`config.mk`:
```
export PLATFORM = sky130hd
export DESIGN_NAME = oer_route_unit
export DESIGN_NICKNAME = d
export VERILOG_FILES = /design/src/rtl/oer_pkg.sv /design/src/rtl/oer_heading.sv /design/src/rtl/oer_min_dirs.sv /design/src/rtl/oer_turn_filter.sv /design/src/rtl/oer_pick.sv /design/src/rtl/oer_route_unit.sv
export SDC_FILE = /design/constraint.sdc
export NUM_CORES = 1
export LEC_CHECK = 0
export ABC_AREA = 1
export CORE_ASPECT_RATIO = 1.25
export CORE_MARGIN = 2
export CORE_UTILIZATION = 40
export CTS_BUF_LIST = sky130_fd_sc_hd__clkbuf_2
export DETAILED_ROUTE_END_ITERATION = 12
export GPL_ROUTABILITY_DRIVEN = 0
export PLACE_DENSITY = 0.77
export SLEW_MARGIN = 10
export SYNTH_ARGS = -nofsm -noshare
export SYNTH_HDL_FRONTEND = slang
export SYNTH_SLANG_ARGS = --single-unit
```
`constraint.sdc`:
```
create_clock -name clk -period 1.7 [get_ports clk]
set_input_delay 0.51 -clock clk [delete_from_list [all_inputs] [get_ports clk]]
set_output_delay 0.51 -clock clk [all_outputs]
set_load 0.01 [all_outputs]
```
`src/rtl/oer_pkg.sv`:
```
package oer_pkg;

    // direction codes double as mask bit positions
    typedef enum logic [2:0] {
        DIR_EAST  = 3'd0,
        DIR_WEST  = 3'd1,
        DIR_NORTH = 3'd2,
        DIR_SOUTH = 3'd3,
        DIR_LOCAL = 3'd4,
        DIR_NONE  = 3'd7
    } dir_e;

    localparam int N_DIRS = 5;
    localparam int B_E = 0;
    localparam int B_W = 1;
    localparam int B_N = 2;
    localparam int B_S = 3;
    localparam int B_L = 4;

    typedef enum logic [1:0] {
        HEAD_NONE,
        HEAD_EASTWARD,
        HEAD_WESTWARD,
        HEAD_VERTICAL
    } heading_e;

    typedef enum logic [2:0] {
        RC_HERE,
        RC_COLUMN,
        RC_EAST_ROW,
        RC_WEST_ROW,
        RC_EAST_DIAG,
        RC_WEST_DIAG
    } route_case_e;

endpackage

```
`src/rtl/oer_heading.sv`:
```
module oer_heading
    import oer_pkg::*;
(
    input  logic [2:0] arr_port,
    output heading_e   heading
);

    // entering on a port means travelling away from that side
    always_comb begin
        unique case (arr_port)
            3'd0:    heading = HEAD_WESTWARD;
            3'd1:    heading = HEAD_EASTWARD;
            3'd2:    heading = HEAD_VERTICAL;
            3'd3:    heading = HEAD_VERTICAL;
            default: heading = HEAD_NONE;
        endcase
    end

endmodule

```
`src/rtl/oer_min_dirs.sv`:
```
module oer_min_dirs
    import oer_pkg::*;
#(
    parameter int X_W = 3,
    parameter int Y_W = 3
) (
    input  logic [X_W-1:0]    cur_x,
    input  logic [Y_W-1:0]    cur_y,
    input  logic [X_W-1:0]    dst_x,
    input  logic [Y_W-1:0]    dst_y,
    output logic [N_DIRS-1:0] base_mask
);

    logic        x_gt, x_lt, y_gt, y_lt, y_ne;
    logic        east_block;
    logic [X_W-1:0] cur_x_inc;
    route_case_e rcase;

    assign x_gt      = dst_x > cur_x;
    assign x_lt      = dst_x < cur_x;
    assign y_gt      = dst_y > cur_y;
    assign y_lt      = dst_y < cur_y;
    assign y_ne      = y_gt | y_lt;
    assign cur_x_inc = cur_x + X_W'(1);
    // stepping into an even destination column would leave a forbidden turn
    assign east_block = (dst_x == cur_x_inc) && !dst_x[0] && y_ne;

    always_comb begin
        if (!x_gt && !x_lt)
            rcase = y_ne ? RC_COLUMN : RC_HERE;
        else if (x_gt)
            rcase = y_ne ? RC_EAST_DIAG : RC_EAST_ROW;
        else
            rcase = y_ne ? RC_WEST_DIAG : RC_WEST_ROW;
    end

    always_comb begin
        base_mask = '0;
        unique case (rcase)
            RC_HERE: begin
                base_mask[B_L] = 1'b1;
            end
            RC_COLUMN: begin
                base_mask[B_N] = y_gt;
                base_mask[B_S] = y_lt;
            end
            RC_EAST_ROW: begin
                base_mask[B_E] = 1'b1;
            end
            RC_WEST_ROW: begin
                base_mask[B_W] = 1'b1;
            end
            RC_EAST_DIAG: begin
                base_mask[B_E] = !east_block;
                base_mask[B_N] = y_gt;
                base_mask[B_S] = y_lt;
            end
            RC_WEST_DIAG: begin
                base_mask[B_W] = 1'b1;
                base_mask[B_N] = y_gt & !cur_x[0];
                base_mask[B_S] = y_lt & !cur_x[0];
            end
            default: base_mask = '0;
        endcase
    end

endmodule

```
`src/rtl/oer_turn_filter.sv`:
```
module oer_turn_filter
    import oer_pkg::*;
(
    input  heading_e          heading,
    input  logic              col_odd,
    input  logic [N_DIRS-1:0] base_mask,
    output logic [N_DIRS-1:0] turn_mask
);

    always_comb begin
        turn_mask = base_mask;
        unique case (heading)
            HEAD_EASTWARD: begin
                if (!col_odd) begin
                    turn_mask[B_N] = 1'b0;
                    turn_mask[B_S] = 1'b0;
                end
            end
            HEAD_VERTICAL: begin
                if (col_odd)
                    turn_mask[B_W] = 1'b0;
            end
            HEAD_WESTWARD: turn_mask = base_mask;
            HEAD_NONE:     turn_mask = base_mask;
        endcase
    end

endmodule

```
`src/rtl/oer_pick.sv`:
```
module oer_pick
    import oer_pkg::*;
(
    input  logic [N_DIRS-1:0] turn_mask,
    input  logic [3:0]        cong_hint,
    output dir_e              pick
);

    logic has_x, has_y, x_busy, y_busy;
    dir_e x_dir, y_dir;

    assign has_x  = turn_mask[B_E] | turn_mask[B_W];
    assign has_y  = turn_mask[B_N] | turn_mask[B_S];
    assign x_dir  = turn_mask[B_E] ? DIR_EAST  : DIR_WEST;
    assign y_dir  = turn_mask[B_N] ? DIR_NORTH : DIR_SOUTH;
    assign x_busy = turn_mask[B_E] ? cong_hint[B_E] : cong_hint[B_W];
    assign y_busy = turn_mask[B_N] ? cong_hint[B_N] : cong_hint[B_S];

    always_comb begin
        if (turn_mask[B_L])
            pick = DIR_LOCAL;
        else if (has_x && has_y)
            pick = (x_busy && !y_busy) ? y_dir : x_dir;
        else if (has_x)
            pick = x_dir;
        else if (has_y)
            pick = y_dir;
        else
            pick = DIR_NONE;
    end

endmodule

```
`src/rtl/oer_route_unit.sv`:
```
module oer_route_unit
    import oer_pkg::*;
#(
    parameter int X_W = 3,
    parameter int Y_W = 3
) (
    input  logic           clk,
    input  logic           rst_n,
    input  logic [X_W-1:0] cur_x,
    input  logic [Y_W-1:0] cur_y,
    input  logic [X_W-1:0] dst_x,
    input  logic [Y_W-1:0] dst_y,
    input  logic [2:0]     arr_port,
    input  logic [3:0]     cong_hint,
    output logic [4:0]     cand_mask,
    output logic [2:0]     sel_dir
);

    heading_e          heading;
    logic [N_DIRS-1:0] base_mask;
    logic [N_DIRS-1:0] turn_mask;
    dir_e              pick;
    logic [N_DIRS-1:0] mask_q;
    dir_e              sel_q;
    logic              live_q;

    oer_heading u_heading (
        .arr_port (arr_port),
        .heading  (heading)
    );

    oer_min_dirs #(.X_W(X_W), .Y_W(Y_W)) u_min_dirs (
        .cur_x     (cur_x),
        .cur_y     (cur_y),
        .dst_x     (dst_x),
        .dst_y     (dst_y),
        .base_mask (base_mask)
    );

    oer_turn_filter u_turn_filter (
        .heading   (heading),
        .col_odd   (cur_x[0]),
        .base_mask (base_mask),
        .turn_mask (turn_mask)
    );

    oer_pick u_pick (
        .turn_mask (turn_mask),
        .cong_hint (cong_hint),
        .pick      (pick)
    );

    always_ff @(posedge clk or negedge rst_n) begin
        if (!rst_n) begin
            mask_q <= '0;
            sel_q  <= DIR_NONE;
            live_q <= 1'b0;
        end else begin
            mask_q <= turn_mask;
            sel_q  <= pick;
            live_q <= 1'b1;
        end
    end

    assign cand_mask = mask_q;
    assign sel_dir   = sel_q;

    // arrival at the destination yields only the local port
    a_r3_local_only: assert property (@(posedge clk) disable iff (!rst_n)
        live_q && $past(dst_x) == $past(cur_x) && $past(dst_y) == $past(cur_y)
        |-> cand_mask == 5'b10000 && sel_dir == 3'd4);

    // every offered direction shortens the distance
    a_r4_minimal: assert property (@(posedge clk) disable iff (!rst_n)
        live_q |-> (!cand_mask[B_E] || $past(dst_x) > $past(cur_x))
                && (!cand_mask[B_W] || $past(dst_x) < $past(cur_x))
                && (!cand_mask[B_N] || $past(dst_y) > $past(cur_y))
                && (!cand_mask[B_S] || $past(dst_y) < $past(cur_y)));

    // eastbound flit in an even column cannot turn north or south
    a_r5_even_east: assert property (@(posedge clk) disable iff (!rst_n)
        live_q && $past(arr_port) == 3'd1 && !$past(cur_x[0])
        |-> !cand_mask[B_N] && !cand_mask[B_S]);

    // vertical flit in an odd column cannot turn west
    a_r6_odd_vert: assert property (@(posedge clk) disable iff (!rst_n)
        live_q && ($past(arr_port) == 3'd2 || $past(arr_port) == 3'd3)
        && $past(cur_x[0]) |-> !cand_mask[B_W]);

    // westward destination offers vertical moves only in even columns
    a_r7_west_vert: assert property (@(posedge clk) disable iff (!rst_n)
        live_q && $past(dst_x) < $past(cur_x) && $past(cur_x[0])
        |-> !cand_mask[B_N] && !cand_mask[B_S]);

    // no step east into an even destination column that still needs a turn
    a_r8_east_hold: assert property (@(posedge clk) disable iff (!rst_n)
        live_q && $past(dst_x) == $past(cur_x) + X_W'(1) && !$past(dst_x[0])
        && $past(dst_y) != $past(cur_y) |-> !cand_mask[B_E]);

    // the chosen direction is one of the candidates
    a_r9_pick_member: assert property (@(posedge clk) disable iff (!rst_n)
        cand_mask != '0 |-> (sel_dir == 3'd4 && cand_mask[B_L])
                         || (sel_dir < 3'd4 && cand_mask[sel_dir[1:0]]));

    // no congestion anywhere keeps the x direction
    a_r9_x_default: assert property (@(posedge clk) disable iff (!rst_n)
        live_q && $past(cong_hint) == 4'b0000 && (cand_mask[B_E] || cand_mask[B_W])
        |-> sel_dir == 3'd0 || sel_dir == 3'd1);

    // an empty candidate set reports no direction
    a_r10_empty_none: assert property (@(posedge clk) disable iff (!rst_n)
        cand_mask == '0 |-> sel_dir == 3'd7);

endmodule

```
=== Yosys cells after proc, flatten, opt, wreduce, memory -nomap -nowiden ===
Index checks and enable logic that the tools add are counted.

* $lt $le $gt $ge: 4
* $add $sub $neg: 1
* Reductions and logical operators: 16
* Equal/unequal tests: 11
* Muxes and demuxes: 23
* Bitwise operators: 5

{| class="wikitable"
|+ Operator list
! cell !! count
|-
| 2-to-1 mux 3 bit || 9
|-
| equality test 3 x 2 -> 1 bit (second input constant) || 4
|-
| 2-to-1 mux 1 bit || 9
|-
| equality test 3 x 1 -> 1 bit (second input constant) || 2
|-
| equality test 3 bit (second input constant) || 2
|-
| greater-than comparator 3 bit || 2
|-
| zero test 1 bit || 6
|-
| zero test 3 bit || 2
|-
| < comparator 3 bit || 2
|-
| case mux 2 bit (3 select lines) || 1
|-
| OR reduction 2 bit || 3
|-
| logical AND 1 bit || 5
|-
| 2-to-1 mux 2 bit || 2
|-
| case mux 2 bit (2 select lines) || 1
|-
| adder 3 x 1 -> 3 bit (second input constant) || 1
|-
| equality test 3 bit || 1
|-
| OR 1 bit || 3
|-
| bitwise AND 1 bit || 2
|-
| equality test 2 x 1 -> 1 bit (second input constant) || 1
|-
| equality test 2 bit (second input constant) || 1
|-
| case mux 1 bit (2 select lines) || 1
|}

* Bits in registers: 8
* Logic and storage cells: 62
* Output and inout bits: 8

=== Depth between registers and ports, before layout ===
Gate-level depths: netlist (run 1).

* Word-level depth: 16
* Depth in mapped cells: 13

=== By module ===
From an unflattened synthesis (run 1), not the netlist that was laid out.

* Cells, all modules: 102
* Area total of the unflattened synthesis: 688.2 um^2

{| class="wikitable"
|+ Modules (own cells, without submodules)
! module !! sequential area each (um^2) !! area an instance (um^2) !! cells an instance !! instances
|-
| oer_min_dirs || 0.0 || 277.8 || 50 || 1
|-
| oer_route_unit || 203.9 || 203.9 || 8 || 1
|-
| oer_pick || 0.0 || 103.8 || 21 || 1
|-
| oer_turn_filter || 0.0 || 82.6 || 19 || 1
|-
| oer_heading || 0.0 || 20.0 || 4 || 1
|}

=== Worst setup path after synthesis (run 1) ===
OpenSTA, ideal clock, no wires.

* Path type: input to register
* Start: in cur_y[2]
* End: reg sel_q[0] (netlist: sel_dir[0])
* Path slack: -22 ps
* Arrival: 1644 ps
* Stages: 10
* Required time: 1622 ps
* Cell sequence: inv_1 ha_1 nand2_1 nand2_2 o21bai_1 nand2_1 nand2_2 o21ai_0 a21oi_1 nor2_2

* Longest elaborated chain between the ends: 16

{| class="wikitable"
|+ Ends and longest elaborated chain
! item !! RTL line !! text
|-
| start, declared || oer_route_unit.sv:10 || <nowiki>input logic [Y_W-1:0] cur_y,</nowiki>
|-
| greater-than comparator 3 bit / < comparator 3 bit (equally long branches) || oer_min_dirs.sv:21, oer_min_dirs.sv:22 ||
|-
| OR 1 bit || oer_min_dirs.sv:23 || <nowiki>assign y_ne = y_gt | y_lt;</nowiki>
|-
| 2-to-1 mux 3 bit, on equally long branches || oer_min_dirs.sv:34, oer_min_dirs.sv:32 ||
|-
| 2-to-1 mux 3 bit || oer_min_dirs.sv:31 || <nowiki>else if (x_gt)</nowiki>
|-
| 2-to-1 mux 3 bit || oer_min_dirs.sv:29 || <nowiki>if (!x_gt && !x_lt)</nowiki>
|-
| equality test 3 x 1 -> 1 bit / equality test 3 bit (equally long branches) || oer_min_dirs.sv:39 || <nowiki>unique case (rcase)</nowiki>
|-
| OR reduction 2 bit (no line) || - ||
|-
| case mux 2 bit (2 select lines) || oer_min_dirs.sv:39 ||
|-
| 2-to-1 mux 2 bit || oer_turn_filter.sv:14 || <nowiki>if (!col_odd) begin</nowiki>
|-
| 2-to-1 mux 2 bit || oer_turn_filter.sv:12 || <nowiki>unique case (heading)</nowiki>
|-
| 2-to-1 mux 1 bit || oer_pick.sv:17 || <nowiki>assign y_busy = turn_mask[B_N] ? cong_hint[B_N] : cong_hint[B_S];</nowiki>
|-
| zero test 1 bit || oer_pick.sv:23 || <nowiki>pick = (x_busy && !y_busy) ? y_dir : x_dir;</nowiki>
|-
| logical AND 1 bit || oer_pick.sv:23 ||
|-
| 2-to-1 mux 3 bit || oer_pick.sv:23 ||
|-
| 2-to-1 mux 3 bit || oer_pick.sv:22 || <nowiki>else if (has_x && has_y)</nowiki>
|-
| 2-to-1 mux 3 bit (*) || oer_pick.sv:20 || <nowiki>if (turn_mask[B_L])</nowiki>
|-
| via pick[0] || oer_route_unit.sv:22 || <nowiki>dir_e pick;</nowiki>
|-
| end signal, assigned || oer_route_unit.sv:60 || <nowiki>sel_q <= pick;</nowiki>
|-
| end, declared || oer_route_unit.sv:24 || <nowiki>dir_e sel_q;</nowiki>
|}

Mark *: on every way through the listed nets, which the timed path passes. The rest lies on a longest branch.

=== Final worst setup path (run 1) ===
Ends and elaborated chain as after synthesis.

==> results of run 1 <==
-- how the worst max path moves through the flow --
stage / startpoint / endpoint / cells after the start
floorplan: cur_x[2] / sel_dir[0] / 10
global placement: cur_x[2] / sel_dir[0] / 11
detailed placement: cur_x[2] / sel_dir[0] / 12
CTS: cur_x[1] / sel_dir[0] / 14
global route: cur_y[2] / sel_dir[0] / 13
finish: cur_y[2] / sel_dir[0] / 13
-- layout by cell type, fill, tap and decap left out --
master / count
o21bai_4: 1
nor2_1: 7
dfstp_2: 3
buf_4: 16
inv_1: 14
dlymetal6s2s_1: 3
nand2_1: 9
nand3_2: 2
clkdlybuf4s15_1: 2
inv_2: 6
ha_1: 1
nor2_2: 2
buf_6: 4
nand2_4: 3
nor3_1: 1
nor3b_1: 1
o21ai_2: 3
clkbuf_2: 9
nand3_1: 5
a21oi_2: 2
clkdlybuf4s50_1: 10
a21oi_4: 1
nand2_2: 9
buf_2: 1
dfrtp_1: 5
dlygate4sd2_1: 3
inv_4: 1
nand3b_1: 2
nand4_1: 1
ha_4: 6
nor2_4: 4
-- power groups by stage --
stage	Sequential (mW)	Combinational (mW)	Clock, mW
final	0.234	0.389	0.134
after global routing	0.237	0.424	0.139
after CTS	0.234	0.348	0.131
after detailed placement	0.239	0.304	0
after global placement	0.238	0.297	0
after floorplan	0.256	0.137	0
-- worst max-delay path, cell delays in order --
cell	delay (ns)
buf_6	0.08
inv_4	0.03
ha_4	0.29
nand2_4	0.05
nor2_4	0.13
nor2_4	0.06
nor2_4	0.12
nand3b_1	0.11
nand2_2	0.08
nand4_1	0.13
nand2_1	0.08
nand2_1	0.06
nor2_2	0.09
-- metrics by stage --
step,setup slack (ns),area (µm²),util,power [mW]
floorplan,0.00652,674,-,0.393
global placement,-0.594,1040,0.664,0.535
detailed placement,-0.624,1040,0.664,0.543
CTS,-0.0764,1180,0.754,0.713
global route,-0.0195,1230,0.791,0.800
finish,0.0515,1230,0.791,0.756
-- area by class of cell --
cell class,count,area [µm²]
inverter,21,81.3
multi-input combinational,60,528
clock buffer,4,20.0
timing repair buffer,44,379
fill,101,327
sequential,8,204
tap,18,22.5
-- metal layers --
layer	up-vias	track usage	routed length (µm)
li1	371	-	-
met5	-	0	0
met1	343	0.195	670
met3	5	0.0183	94
met2	26	0.323	962
met4	0	0.0944	24
-- repair_timing --
action                                  in CTS  in global routing
endpoints found under the setup margin      10                  3
pin swaps                                   26                 25
gates resized for setup                     38                 38
buffers inserted                             4                  4
endpoints found under the hold margin        0                  0
-- logic make-up after synthesis --
group | count (synthesis)
buffers and inverters | 21
AOI/OAI and AO/OA | 7
DFF | 8
and+or+nand+nor | 46
adders and majority gates | 7
-- state kept, by name, summed over array words and instances, names as in the netlist --
name       count
cand_mask      5
sel_dir        3
==> flow_summary.yaml, run 1 <==
detailed_routing:
  drtIter0Drc: 15
  vias: 745
  ant_nets: 0
  wire_per_inst_um: 11.3
  drt_wl_total_um: 1750
  drc: 0
  vias_per_cell: 4.81
  drt_pass1_iterations: 4
clock_network:
  ctsHoldBuffers: 0
  clock_path_buffers: 2
  cts_buffers: 3
  htree_levels: 1
  clockRootBuffer: "clkbuf_2"
  cts.sinks: 8
  tritoncts: "done"
  clk_pin_slew_worst_paths_ns: 0.09
sta:
  setup_viol: 0
  worst_slew_pin_slew_ns: 0.435
  hold_violations: 0
  slew_headroom: 0.709
  timing.final.crit_share: 0.970
  grt_setup_unrepaired: "true"
  maxSlewViolCount: 0
  period_needed_ns: 1.65
  timing.hold.ws_ns: 0.510
  tns_ns: 0
  fmax_mhz: 607
synth:
  synth_top_family_by_area: "simple AND/OR/NAND/NOR gates"
  yosysMostFrequentCell: "inv_1"
  synth.distinct_cells: 21
  synth_warnings: 0
  synth_compound_area_frac: 0.0683
  netlist_area_um2: 659
  synth.area.mux_share: 0
  syn-num-nets: 117
  synth_ff_type: "dfrtp_1"
  synthXorXnorAreaFrac: 0
  syn_avg_cell_area_um2: 7.41
  netlist_instances: 89
  ys_top_cells_by_area: "dfrtp_1 (19%), ha_1 (13%), dfstp_2 (12%)"
  async_flop_share: 1.00
  synth.yosys.seq_area_share: 0.309
  synth_fa_ha_area_frac: 0.133
  synthDominantCellAreaShare: 0.190
  synth_edf_count: 0
  synth-simple-area-share: 0.370
  yosys.area.top_type: "dfrtp_1"
  synth_commonest_cells: "inv_1 (19), nand2_1 (17), nor2_1 (8), ha_1 (7), nand3_1 (6)"
  ys_seq_elements: 8
power:
  p_leak_nw: 0.646
  p_seq_frac: 0.309
  switching_power_mw: 0.259
  p_int_mw: 0.497
  combPwrFrac: 0.514
  power_density_nw_per_um2: 612
  vdd_ir_drop_max_mv: 0.327
  netSwitchingFraction: 0.343
  pwr-share-clk: 0.177
floorplan:
  start_util: 0.422
  ios: 29
  die-area_um2: 1990
  rows: 16
  die_h_um: 49.4
  coreArea_um2: 1560
  die_w_um: 40.3
global_routing:
  grt_pass1_vias: 663
  grt_antenna_before_repair: 0
  grt_usage: 0.182
  grt_max_degree: 9
  grt-ovfl-total: 0
  grt_pass1_wl_um: 2570
final_layout:
  instances_no_fill: 155
  area_growth_pct: 87.3
  drive_gt1_frac: 0.533
  antenna_cells: 0
  fin_nets: 166
worst_setup_path:
  cp.required_ns: 1.88
  arrival_ns: 1.83
  start_kind: "primary input"
  crit_path_end_kind: "flop"
  path_class: "in2reg"
  cp_max_fo: 3
status:
  status: "finished clean"
placed_design:
  port_buffers: 28
  dp_hpwl_um: 1150
  dp.cells: 143
hold_path:
  min_path_type: "in2async"
run:
  cap_violations: 0
No activity file was read; power rests on OpenSTA's default activity.
==> run 2: changes to the inputs <==
Settings changed: PLACE_DENSITY 0.77 to 0.88.
==> flow_summary.yaml, run 2 (synthesis results as in run 1) <==
status:
  status: "finished, violations left"
  violations: "negative setup slack"
final_layout:
  antenna_cells: 0
  largest_register_ffs: 5
  nFillCells: 94
  fin_nets: 171
  layout_commonest_cell: "buf_4"
  area_growth_pct: 100
  multiInputGateArea_um2: 566
  layout_common_cells: "buf_4 (21), inv_1 (13), nand2_1 (10), clkdlybuf4s50_1 (10), nand2_2 (9)"
  drive_gt1_frac: 0.577
  seqCellArea_um2: 204
global_routing:
  grt_pass1_wl_um: 3410
  grt_max_degree: 9
  grt-ovfl-total: 0
  grt_usage: 0.247
  grt_antenna_before_repair: 0
  grt_pass1_vias: 824
detailed_routing:
  drt_wl_total_um: 2590
  wire_per_inst_um: 16.2
  vias_per_cell: 5.33
  vias: 852
  drc: 0
  ant_nets: 0
  drt_pass1_iterations: 4
  drtIter0Drc: 32
sta:
  timing.final.crit_share: 1.05
  fmax_mhz: 559
  tns_ns: -0.139
  worst_slew_pin_slew_ns: 0.553
  grt_setup_unrepaired: "true"
  hold_violations: 0
  period_needed_ns: 1.79
  final.setup.worst_slack_ns: -0.0883
  slew_headroom: 0.631
  maxSlewViolCount: 0
  setup_viol: 2
power:
  report.power.total_mw: 0.808
  combPwrFrac: 0.542
  p_leak_nw: 0.679
  pwr-share-clk: 0.166
  switching_power_mw: 0.297
  p_seq_frac: 0.292
  netSwitchingFraction: 0.367
  vdd_ir_drop_max_mv: 0.342
  power_density_nw_per_um2: 613
  p_int_mw: 0.512
floorplan:
  die_h_um: 49.4
  ios: 29
  die-area_um2: 1990
  start_util: 0.422
  die_w_um: 40.3
  coreArea_um2: 1560
  rows: 16
worst_setup_path:
  worst_path_most_repeated_cell: "nor2_4"
  cp_cell_sequence: "buf_2 > ha_4 > nand2_4 > nor2_4 > nor2_4 > nor2_4 > nand3b_1 > nand2_2 > nand4_1 > buf_4 > a21oi_2"
  crit_path_end_kind: "flop"
  cp.required_ns: 1.89
  path_class: "in2reg"
  arrival_ns: 1.98
  cp_max_fo: 3
  critPathBufInv: 2
  start_kind: "primary input"
  worst_path_max_delay_cell: "ha_4"
  critPathTopFamily: "simple AND/OR/NAND/NOR gates"
  max_stage_delay_ns: 0.29
clock_network:
  ctsHoldBuffers: 0
  htree_levels: 1
  clk_pin_slew_worst_paths_ns: 0.10
  cts.sinks: 8
  cts_buffers: 3
  clockRootBuffer: "clkbuf_2"
  tritoncts: "done"
  clock_path_buffers: 2
hold_path:
  min_path_type: "in2async"
placed_design:
  dp_hpwl_um: 1300
  post-place-ws_ns: -0.660
  port_buffers: 28
run:
  cap_violations: 0
## run 2: layer usage
metal | track usage | share of wire
met2 | 0.452 | 0.52
met3 | 0.0365 | 0.074
met5 | 0 | 0
met1 | 0.245 | 0.34
met4 | 0.122 | 0.068
## run 2: through the flow
stage	util	hold WS [ns]	cell area, µm²	cells
after floorplan	-	0.214	674	89
after global placement	0.664	0.788	1040	143
after detailed placement	0.664	0.797	1040	143
after CTS	0.768	0.537	1200	156
after global routing	0.845	0.519	1320	160
final	0.845	0.513	1320	160
## run 2: layout make-up
cell class	instances	share of cell area
inverters	21	0.0617
well taps	18	0.0171
clock buffers	4	0.0152
repair buffers	49	0.323
multi-input cells	60	0.429
flip-flops and latches	8	0.155
## run 2: power by group through the flow
| stage | sequential (mW) | combinational (mW) | clock (mW) |
|---|---|---|---|
| 2_1_floorplan | 0.256 | 0.137 | 0 |
| 5_1_grt | 0.239 | 0.468 | 0.146 |
| 4_1_cts | 0.236 | 0.358 | 0.127 |
| 3_5_place_dp | 0.240 | 0.303 | 0 |
| 6_report | 0.236 | 0.438 | 0.134 |
| 3_3_place_gp | 0.238 | 0.292 | 0 |
## run 2: final timing paths
check                             from            to  cells past startpoint
worst min-delay path             rst_n  cand_mask[4]                      1
min in group clk           arr_port[2]    sel_dir[1]                      4
max in group asynchronous        rst_n    sel_dir[0]                      1
worst max-delay path          dst_y[2]    sel_dir[1]                     11
## run 2: timing repair
action / in CTS / in global routing
pin swaps: 24 / 27
resized for setup: 54 / 41
endpoints found under the setup margin: 10 / 4
buffers inserted: 9 / 4
==> run 3: changes to the inputs <==
Settings changed: CTS_BUF_LIST sky130_fd_sc_hd__clkbuf_2 to unset.
==> flow_summary.yaml, run 3 (synthesis results as in run 1) <==
floorplan:
  die-area_um2: 1990
  coreArea_um2: 1560
  start_util: 0.422
  rows: 16
  die_w_um: 40.3
  ios: 29
  die_h_um: 49.4
clock_network:
  clockRootBuffer: "clkbuf_4"
  clock_path_buffers: 2
  cts.sinks: 8
  clk_pin_slew_worst_paths_ns: 0.06
  htree_levels: 1
  tritoncts: "done"
  cts_buffers: 3
sta:
  maxSlewViolCount: 0
  fmax_mhz: 553
  period_needed_ns: 1.81
  tns_ns: -0.226
  worst_slew_pin_slew_ns: 0.417
  slew_headroom: 0.721
  timing.final.crit_share: 1.06
  grt_setup_unrepaired: "true"
  timing.hold.ws_ns: 0.523
  setup_viol: 3
  hold_violations: 0
  final.setup.worst_slack_ns: -0.109
worst_setup_path:
  crit_path_end_kind: "flop"
  path_class: "in2reg"
  arrival_ns: 1.99
  start_kind: "primary input"
  cp_max_fo: 3
  cp.required_ns: 1.88
final_layout:
  area_growth_pct: 97.7
  largest_register_ffs: 5
  layout_commonest_cell: "buf_4"
  drive_gt1_frac: 0.571
  antenna_cells: 0
  fin_util: 0.835
  layout_common_cells: "buf_4 (18), inv_1 (13), nand2_1 (10), clkdlybuf4s50_1 (10), nand2_2 (9)"
  fin_nets: 169
status:
  status: "finished, violations left"
  violations: "negative setup slack"
placed_design:
  dp_hpwl_um: 1300
  post-place-ws_ns: -0.660
  port_buffers: 28
global_routing:
  grt_max_degree: 9
  grt_pass1_vias: 821
  grt_antenna_before_repair: 0
  grt_pass1_wl_um: 3190
  grt_usage: 0.228
  grt-ovfl-total: 0
power:
  report.power.total_mw: 0.809
  power_density_nw_per_um2: 621
  vdd_ir_drop_max_mv: 0.299
  p_leak_nw: 0.663
detailed_routing:
  vias: 808
  drtIter0Drc: 17
  ant_nets: 0
  vias_per_cell: 5.11
  drt_pass1_iterations: 4
  wire_per_inst_um: 15.1
  drt_wl_total_um: 2380
  drc: 0
hold_path:
  min_path_type: "in2async"
run:
  cap_violations: 0
[run 3: cell count changes in the layout (fill, tap and decap cells not counted), sizes merged]
| cell | previous run | this run |
|---|---|---|
| clkdlybuf4s15 | 1 | 0 |
| clkbuf | 7 | 9 |
| buf | 29 | 26 |
[run 3: repair_timing]
action                                  CTS  global route
resized for setup                        52            42
pin swaps                                24            28
endpoints found under the hold margin     0             0
setup buffers                             7             4
hold buffers                              0             0
endpoints found under the setup margin   10             4
[run 3: layer usage]
metal / up-vias / part of all wire / global-route usage
met3: 14 / 0.058 / 0.0228
met5: - / 0 / 0
met4: 0 / 0.053 / 0.133
li1: 378 / - / -
met1: 368 / 0.35 / 0.220
met2: 48 / 0.54 / 0.419
[run 3: layout make-up]
class | count | area (µm²)
Multi-Input combinational cell | 60 | 558
Timing Repair Buffer | 47 | 412
Fill cell | 99 | 258
Sequential cell | 8 | 204
Inverter | 21 | 81.3
Clock buffer | 4 | 26.3
Tap cell | 18 | 22.5
[run 3: final timing paths]
path,from,end,slack (ns),cells after the start
setup / recovery,cur_x[2],sel_dir[0],-0.11,13
min in group clk,arr_port[2],sel_dir[1],0.73,4
max in group asynchronous,rst_n,sel_dir[0],0.87,1
hold / removal,rst_n,cand_mask[4],0.52,1
[run 3: critical path: stages]
cell,delay (ns)
buf_8,0.08
inv_4,0.03
ha_4,0.28
nand3b_1,0.18
nand2_2,0.16
inv_2,0.06
nor2_4,0.10
nand2_2,0.09
nand2_2,0.08
nand4_1,0.17
nand2_1,0.11
nand2_1,0.06
nor2_2,0.08
[run 3: power breakdown]
part,internal [mW],leakage (nW),total [mW],switching [mW]
clock,0.0898,0.0150,0.155,0.0651
sequential,0.229,0.0945,0.236,0.00676
combinational,0.212,0.553,0.419,0.206
total,0.531,0.663,0.809,0.278
[run 3: per-stage QoR]
stage / cells / cell area (µm²)
after floorplan: 89 / 674
after global placement: 143 / 1040
after detailed placement: 143 / 1040
after CTS: 154 / 1180
after global routing: 158 / 1300
final: 158 / 1300
